[config.mk]
export PLATFORM = sky130hd
export DESIGN_NAME = trig_seq
export DESIGN_NICKNAME = d
export VERILOG_FILES = /design/src/rtl/trig_seq_pkg.sv /design/src/rtl/trig_stage_bank.sv /design/src/rtl/trig_post_cnt.sv /design/src/rtl/trig_seq.sv
export SDC_FILE = /design/constraint.sdc
export NUM_CORES = 1
export LEC_CHECK = 0
export CAP_MARGIN = 30
export CORE_AREA = 5 5 179 181
export CTS_CLUSTER_SIZE = 10
export DETAILED_ROUTE_END_ITERATION = 12
export DIE_AREA = 0 0 184 186
export PLACE_DENSITY_LB_ADDON = 0.25
export SYNTH_ARGS = -nofsm -noshare
export SYNTH_HDL_FRONTEND = slang
export SYNTH_SLANG_ARGS = --single-unit
[constraint.sdc]
create_clock -name clk -period 2.52 [get_ports clk]
set_input_delay 0.252 -clock clk [delete_from_list [all_inputs] [get_ports clk]]
set_output_delay 0.252 -clock clk [all_outputs]
set_load 0.01 [all_outputs]
[src/rtl/trig_seq_pkg.sv]
package trig_seq_pkg;

  typedef enum logic [1:0] {
    SQ_IDLE = 2'd0,
    SQ_HUNT = 2'd1,
    SQ_POST = 2'd2,
    SQ_DONE = 2'd3
  } sq_state_e;

  localparam logic [1:0] FLD_MASK  = 2'd0;
  localparam logic [1:0] FLD_VALUE = 2'd1;
  localparam logic [1:0] FLD_CFG   = 2'd2;

endpackage

[src/rtl/trig_stage_bank.sv]
module trig_stage_bank #(
  parameter int DATA_W     = 32,
  parameter int NUM_STAGES = 4,
  parameter int STAGE_AW   = 2,
  parameter int START_BIT  = 3
) (
  input  logic                  clk,
  input  logic                  rst,
  input  logic                  wr_en,
  input  logic [STAGE_AW-1:0]   wr_stage,
  input  logic [1:0]            wr_field,
  input  logic [DATA_W-1:0]     wr_data,
  input  logic [DATA_W-1:0]     smp_data,
  output logic [NUM_STAGES-1:0] hit_vec,
  output logic [NUM_STAGES-1:0] start_vec,
  output logic                  first_mask_zero
);
  import trig_seq_pkg::*;

  logic [DATA_W-1:0] mask_q  [NUM_STAGES];
  logic [DATA_W-1:0] value_q [NUM_STAGES];

  for (genvar s = 0; s < NUM_STAGES; s++) begin : g_stage
    logic sel;
    assign sel = wr_en && (wr_stage == STAGE_AW'(s));

    always_ff @(posedge clk) begin
      if (rst) begin
        mask_q[s]    <= '0;
        value_q[s]   <= '0;
        start_vec[s] <= 1'b0;
      end else if (sel) begin
        case (wr_field)
          FLD_MASK:  mask_q[s]    <= wr_data;
          FLD_VALUE: value_q[s]   <= wr_data;
          FLD_CFG:   start_vec[s] <= wr_data[START_BIT];
          default:   ;
        endcase
      end
    end

    // Masked compare: a set mask bit demands equality with the value bit.
    assign hit_vec[s] = ((smp_data ^ value_q[s]) & mask_q[s]) == '0;
  end

  assign first_mask_zero = (mask_q[0] == '0);

endmodule

[src/rtl/trig_post_cnt.sv]
module trig_post_cnt #(
  parameter int CNT_W = 16
) (
  input  logic             clk,
  input  logic             rst,
  input  logic             load,
  input  logic [CNT_W-1:0] load_val,
  input  logic             step,
  output logic             last
);
  localparam int TOT_W = CNT_W + 2;

  logic [TOT_W-1:0] cnt_q;

  always_ff @(posedge clk) begin
    if (rst) begin
      cnt_q <= '0;
    end else if (load) begin
      cnt_q <= {load_val, 2'b00};
    end else if (step && cnt_q != '0) begin
      cnt_q <= cnt_q - TOT_W'(1);
    end
  end

  assign last = (cnt_q == TOT_W'(1));

endmodule

[src/rtl/trig_seq.sv]
module trig_seq #(
  parameter int DATA_W     = 32,
  parameter int NUM_STAGES = 4,
  parameter int CNT_W      = 16,
  parameter int START_BIT  = 3,
  localparam int STAGE_AW  = (NUM_STAGES > 1) ? $clog2(NUM_STAGES) : 1,
  localparam int ADDR_W    = STAGE_AW + 3
) (
  input  logic              clk,
  input  logic              rst,
  input  logic              cfg_we,
  input  logic [ADDR_W-1:0] cfg_addr,
  input  logic [DATA_W-1:0] cfg_wdata,
  input  logic              arm,
  input  logic              smp_valid,
  input  logic [DATA_W-1:0] smp_data,
  output logic              trig_pulse,
  output logic              capture_en,
  output logic              capture_done
);
  import trig_seq_pkg::*;

  localparam logic [STAGE_AW-1:0] LAST_STAGE = STAGE_AW'(NUM_STAGES - 1);

  sq_state_e             state_q;
  logic [STAGE_AW-1:0]   ptr_q;
  logic                  trig_q;
  logic [CNT_W-1:0]      delay_q;
  logic [NUM_STAGES-1:0] hit_vec;
  logic [NUM_STAGES-1:0] start_vec;
  logic                  first_mask_zero;
  logic                  cnt_last;
  logic                  global_sel;
  logic                  stage_wr;
  logic                  delay_wr;
  logic                  stage_hit;
  logic                  fire;
  logic                  immediate;

  assign global_sel = cfg_addr[ADDR_W-1];
  assign stage_wr   = cfg_we && !global_sel;
  assign delay_wr   = cfg_we && global_sel && (cfg_addr[ADDR_W-2:0] == '0);

  always_ff @(posedge clk) begin
    if (rst) begin
      delay_q <= '0;
    end else if (delay_wr) begin
      delay_q <= cfg_wdata[CNT_W-1:0];
    end
  end

  trig_stage_bank #(
    .DATA_W     (DATA_W),
    .NUM_STAGES (NUM_STAGES),
    .STAGE_AW   (STAGE_AW),
    .START_BIT  (START_BIT)
  ) u_bank (
    .clk             (clk),
    .rst             (rst),
    .wr_en           (stage_wr),
    .wr_stage        (cfg_addr[ADDR_W-2 -: STAGE_AW]),
    .wr_field        (cfg_addr[1:0]),
    .wr_data         (cfg_wdata),
    .smp_data        (smp_data),
    .hit_vec         (hit_vec),
    .start_vec       (start_vec),
    .first_mask_zero (first_mask_zero)
  );

  assign stage_hit = (state_q == SQ_HUNT) && smp_valid && hit_vec[ptr_q];
  assign fire      = stage_hit && start_vec[ptr_q];
  assign immediate = arm && first_mask_zero;

  trig_post_cnt #(
    .CNT_W (CNT_W)
  ) u_cnt (
    .clk      (clk),
    .rst      (rst),
    .load     (arm || fire),
    .load_val (delay_q),
    .step     ((state_q == SQ_POST) && smp_valid),
    .last     (cnt_last)
  );

  always_ff @(posedge clk) begin
    if (rst) begin
      state_q <= SQ_IDLE;
      ptr_q   <= '0;
      trig_q  <= 1'b0;
    end else begin
      trig_q <= 1'b0;
      if (arm) begin
        ptr_q <= '0;
        if (immediate) begin
          trig_q  <= 1'b1;
          state_q <= (delay_q == '0) ? SQ_DONE : SQ_POST;
        end else begin
          state_q <= SQ_HUNT;
        end
      end else begin
        case (state_q)
          SQ_HUNT: begin
            if (fire) begin
              trig_q  <= 1'b1;
              state_q <= (delay_q == '0) ? SQ_DONE : SQ_POST;
            end else if (stage_hit && ptr_q != LAST_STAGE) begin
              ptr_q <= ptr_q + STAGE_AW'(1);
            end
          end
          SQ_POST: begin
            if (smp_valid && cnt_last) state_q <= SQ_DONE;
          end
          default: ;
        endcase
      end
    end
  end

  assign trig_pulse   = trig_q;
  assign capture_en   = (state_q == SQ_HUNT) || (state_q == SQ_POST);
  assign capture_done = (state_q == SQ_DONE);

endmodule

==> results.md <==
GRT:
- Entering global routing, the biggest net connects 49 pins.
- The first global-routing pass estimated 54500 um of wire.
- The initial antenna violation count was 0.
- Summed over all layers, the global routing overflow is 0.
- The via count of the first global-routing pass is 8799.
- In the global route stage, overall resource usage came out at 21.5%.

Clock tree:
- The hold buffer count at cts is 0.
- TritonCTS built the clock tree.
- The cell chosen for the clock root is clkbuf_16.
- The total number of H-tree levels is 2.
- The buffer count from post-CTS setup fixing is 0.
- Clock tree synthesis found a total of 299 sinks.
- Clock-pin slew was measured on the worst setup and hold paths at 0.05 ns.
- The longest clock path from root to sink contains 3 buffers.
- Buffers inserted during clock tree synthesis total 36.
- The insertion delay of the later-clocked pin in the worst-skew pair is 0.50 ns.

Critical path:
- The startpoint of the worst register-to-register path is u_cnt.cnt_q[10].
- In this run the register-to-register setup slack is -0.02 ns.
- The critical path in this run is classified as reg2reg.
- The count of cells along the worst register-to-register path is 8.
- The data arrival time of the critical path is 2.93 ns.
- In this run the worst path has a maximum fanout of 3.
- The data required time of the worst path is 2.91 ns.
- Tracing the worst setup path back leads to its startpoint at u_cnt.cnt_q[10].
- The endpoint of the lowest-slack register-to-register path is state_q[0].
- The worst setup path is launched from a register.
- The termination of the worst setup path is state_q[0].
- The sort of element at the end of the critical path is a register.

Synth:
- Summing the areas of all and, or, nand and nor instances in the mapped netlist gives 18.2% of the synthesized area.
- The netlist area before placement is 0.0134 mm2.
- After synthesis the netlist holds a flip-flop and latch count of 299.
- The number of warnings issued by yosys is 0.
- Of the post-synthesis cell area, the part taken by muxes is 0.503%.
- The largest family of logic cells by synthesized area is simple AND/OR/NAND/NOR gates.
- Counting flops with an async set or reset pin after synthesis yields a share of 0%.
- Averaged over all synthesized cells, the footprint is 12.9 um2.
- Summing the areas of all compound-gate instances in the mapped netlist gives 6.37% of the synthesized area.
- Synthesis handed over a netlist of 1045 instances.
- The number of flops mapped to enable cells by yosys is 256.
- The number of distinct library cells after synthesis is 44.
- The share of synthesized area occupied by flip-flops and latches is 63.6%.
- Synthesis produced a netlist with a net count of 1126.
- Summing the areas of all fa, ha and maj instances in the mapped netlist gives 0.652% of the synthesized area.
- The primary flip-flop cell chosen by synthesis mapping is edfxtp_1.
- Of the total synthesized cell area, the portion taken by XOR and XNOR cells is 9.38%.

Detailed routing:
- Once detail routing completed, the nets flagged for antenna violations numbered 0.
- Across all layers, the routed design uses 8672 vias.
- The first detailed-routing pass took 5 iterations.
- The residual DRC count is 0.
- The final routed wirelength across all metal layers is 36600 um.
- In the final routed layout, each cell accounts on average for 22.6 um.
- The detailed router finished its first iteration with 884 violations.
- The detail-routed via count per cell is 5.37.

Worst hold path:
- The class of the tightest hold or removal check is reg2reg.

Timing:
- The maximum clock frequency is 393 MHz.
- The final setup skew is 0.00755 ns.
- In the post-route analysis, the smallest setup slack over all paths is -0.0234 ns.
- Setup repair after global routing could not meet its margin everywhere.
- The number of pins with negative max-slew slack in the final report came to 0.
- The worst max-slew margin expressed relative to the limit is 59.1%.
- The final setup violation count is 1.
- The final period demand of the worst path is 2.54 ns.
- The hold violation total from the final report came to 0.
- The share of the clock period used by the worst path after layout is 101%.
- At the pin with the least slew margin, the transition time is 0.612 ns.

Status:
- The final reports fail on setup timing.
- The run finished, with violations left.

Power and ir drop:
- The leakage power figure is 6.05 nW.
- The switching power as a share of total power is 22.9%.
- The total power is 11.4 mW.
- The internal power of the cells is 8.77 mW.
- Sequential cells burn 50.4% of the power.
- The switching power of the nets is 2.61 mW.
- The power share of the combinational group is 9.5%.
- The power density over the cells is 687 mW/mm2.
- The clock group share of total power is 40.1%.
- The largest voltage drop on the vdd net is 0.345 mV.

Floorplanning:
- The initialized floorplan defines 64 standard-cell rows.
- The die span in y is 186 um.
- The die is 184 um wide.
- The effective utilization at floorplan is 44.4%.
- In this run the standard cell core region covers 0.0303 mm2.
- During I/O placement, the number of pins put on the boundary was 77.
- The die covers 0.0342 mm2.

Placed design:
- The wire-length estimate of the detail-placed layout is 24400 um.
- After detailed placement, the design holds a cell count of 1560.
- The weighted congestion at the end of routability-driven global placement is 0.897.
- The number of port buffers is 76.

Final layout:
- The net count reported at finish is 1284.
- The most common library cell in the layout ignoring fill and taps is and2_1.
- For this run, the number of standard cells in the final layout without fillers is 1616.
- Fill cells in the final layout number 2533.
- The layout-stage area growth over the synthesis result is 23.1%.
- Leaving out fill and tap cells, the most frequent cells in the layout are and2_1 (257), edfxtp_1 (256), xor2_1 (131).
- In the final layout, the share of cells above drive strength 1 is 13.3%.
- 0 antenna diodes ended up in the layout.

Flow run:
- The number of maximum-capacitance constraint violations is 0.
==> worst max-delay path, cell delays in order (launching register included) <==
cell and delay, ns:
dfxtp_2 0.32, or4_4 0.53, or4_4 0.45, nor4b_4 0.31, nand4_1 0.16, o21ai_2 0.09
nand2_1 0.07, o21a_1 0.20, mux2_4 0.30
==> synthesized netlist by cell type, types with 3 or more instances <==
cell type  number  share of area, %
a222oi_1        4              0.30
nand3_1         9              0.34
a221oi_1        4              0.26
edfxtp_1      256                57
a22o_1          3              0.20
a211oi_1       14              0.78
a21o_1          6              0.34
a21oi_1        27               1.0
dfxtp_1        43               6.4
nand4_1        20              0.93
or3_1           3              0.14
xor2_1        134               8.7
nor3_1          6              0.22
a22oi_1        50               2.8
o21ai_0         5              0.19
nand2b_1        3              0.14
and2_1        257                12
nor2_1         38               1.1
or2_2           4              0.19
ha_1            7              0.65
nor2b_1         5              0.23
mux2i_1         3              0.22
nor4_1         16              0.74
inv_1           7              0.20
xnor2_1        10              0.65
clkbuf_1       39               1.1
nand2_1        50               1.4
==> routing by layer <==
metal / up-vias / global-route usage, % / part of all wire, %
met5: - / 0 / 0
met4: 0 / 7.87 / 3.6
met2: 315 / 33.8 / 46
met1: 4258 / 29.6 / 43
met3: 62 / 4.59 / 7.9
li1: 4037 / - / -
==> power groups by stage <==
| stage | registers, mW | logic (mW) | clock network (mW) |
|---|---|---|---|
| after floorplan | 5.81 | 0.431 | 0 |
| after global placement | 5.83 | 1.06 | 0 |
| after detailed placement | 5.83 | 1.06 | 0 |
| after CTS | 5.73 | 1.07 | 4.63 |
| after global routing | 5.76 | 1.16 | 4.85 |
| final | 5.73 | 1.08 | 4.56 |
==> timing repair <==
item	in CTS	in global routing
setup endpoints to repair	23	22
pin swaps	3	4
cloned	0	1
resized for setup	8	17
==> per-stage QoR <==
stage               hold WS (ns)  area, um2  setup slack, ns  utilization, %  TNS [ns]
finish                     0.461      16500          -0.0234            54.7   -0.0234
CTS                        0.460      16400          -0.0585            54.3   -0.0585
global placement           0.443      15400           -0.904            50.9    -17.03
global route               0.467      16500           -0.140            54.7     -1.50
floorplan                  0.388      13400           0.0715               -         0
detailed placement         0.449      15400           -0.911            50.9    -17.13
==> worst min-delay path by stage <==
stage,startpoint,endpoint,depth (start not counted)
after global routing,u_bank.start_vec[2],u_bank.start_vec[2],2
after floorplan,cfg_wdata[0],delay_q[0],2
after CTS,u_bank.start_vec[0],u_bank.start_vec[0],2
after global placement,u_bank.start_vec[0],u_bank.start_vec[0],2
after detailed placement,u_bank.start_vec[0],u_bank.start_vec[0],2
final,u_bank.start_vec[2],u_bank.start_vec[2],2
==> flip-flops by register name, indices dropped and copies added (netlist names) <==
name              flops
u_bank.start_vec      4
u_bank.value_q      128
ptr_q                 2
trig_pulse            1
delay_q              16
u_bank.mask_q       128
u_cnt.cnt_q          18
state_q               2
==> layout make-up <==
| class | instances | area, um2 | area share, % |
|---|---|---|---|
| flip-flops and latches | 299 | 8550 | 51.7 |
| multi-input cells | 700 | 4880 | 29.5 |
| repair buffers | 159 | 1600 | 9.69 |
| clock buffers | 54 | 990 | 5.98 |
| well taps | 396 | 495 | 2.99 |
| inverters | 7 | 26.3 | 0.159 |
| clock inverters | 1 | 7.51 | 0.0454 |
==> kinds of logic after synthesis <==
group | after synthesis
mux | 5
compound gates | 121
simple gates | 423
flops | 299
buf+inv | 46
xor+xnor | 144
fa+ha+maj | 7
Power figures use the tool's default switching activity.
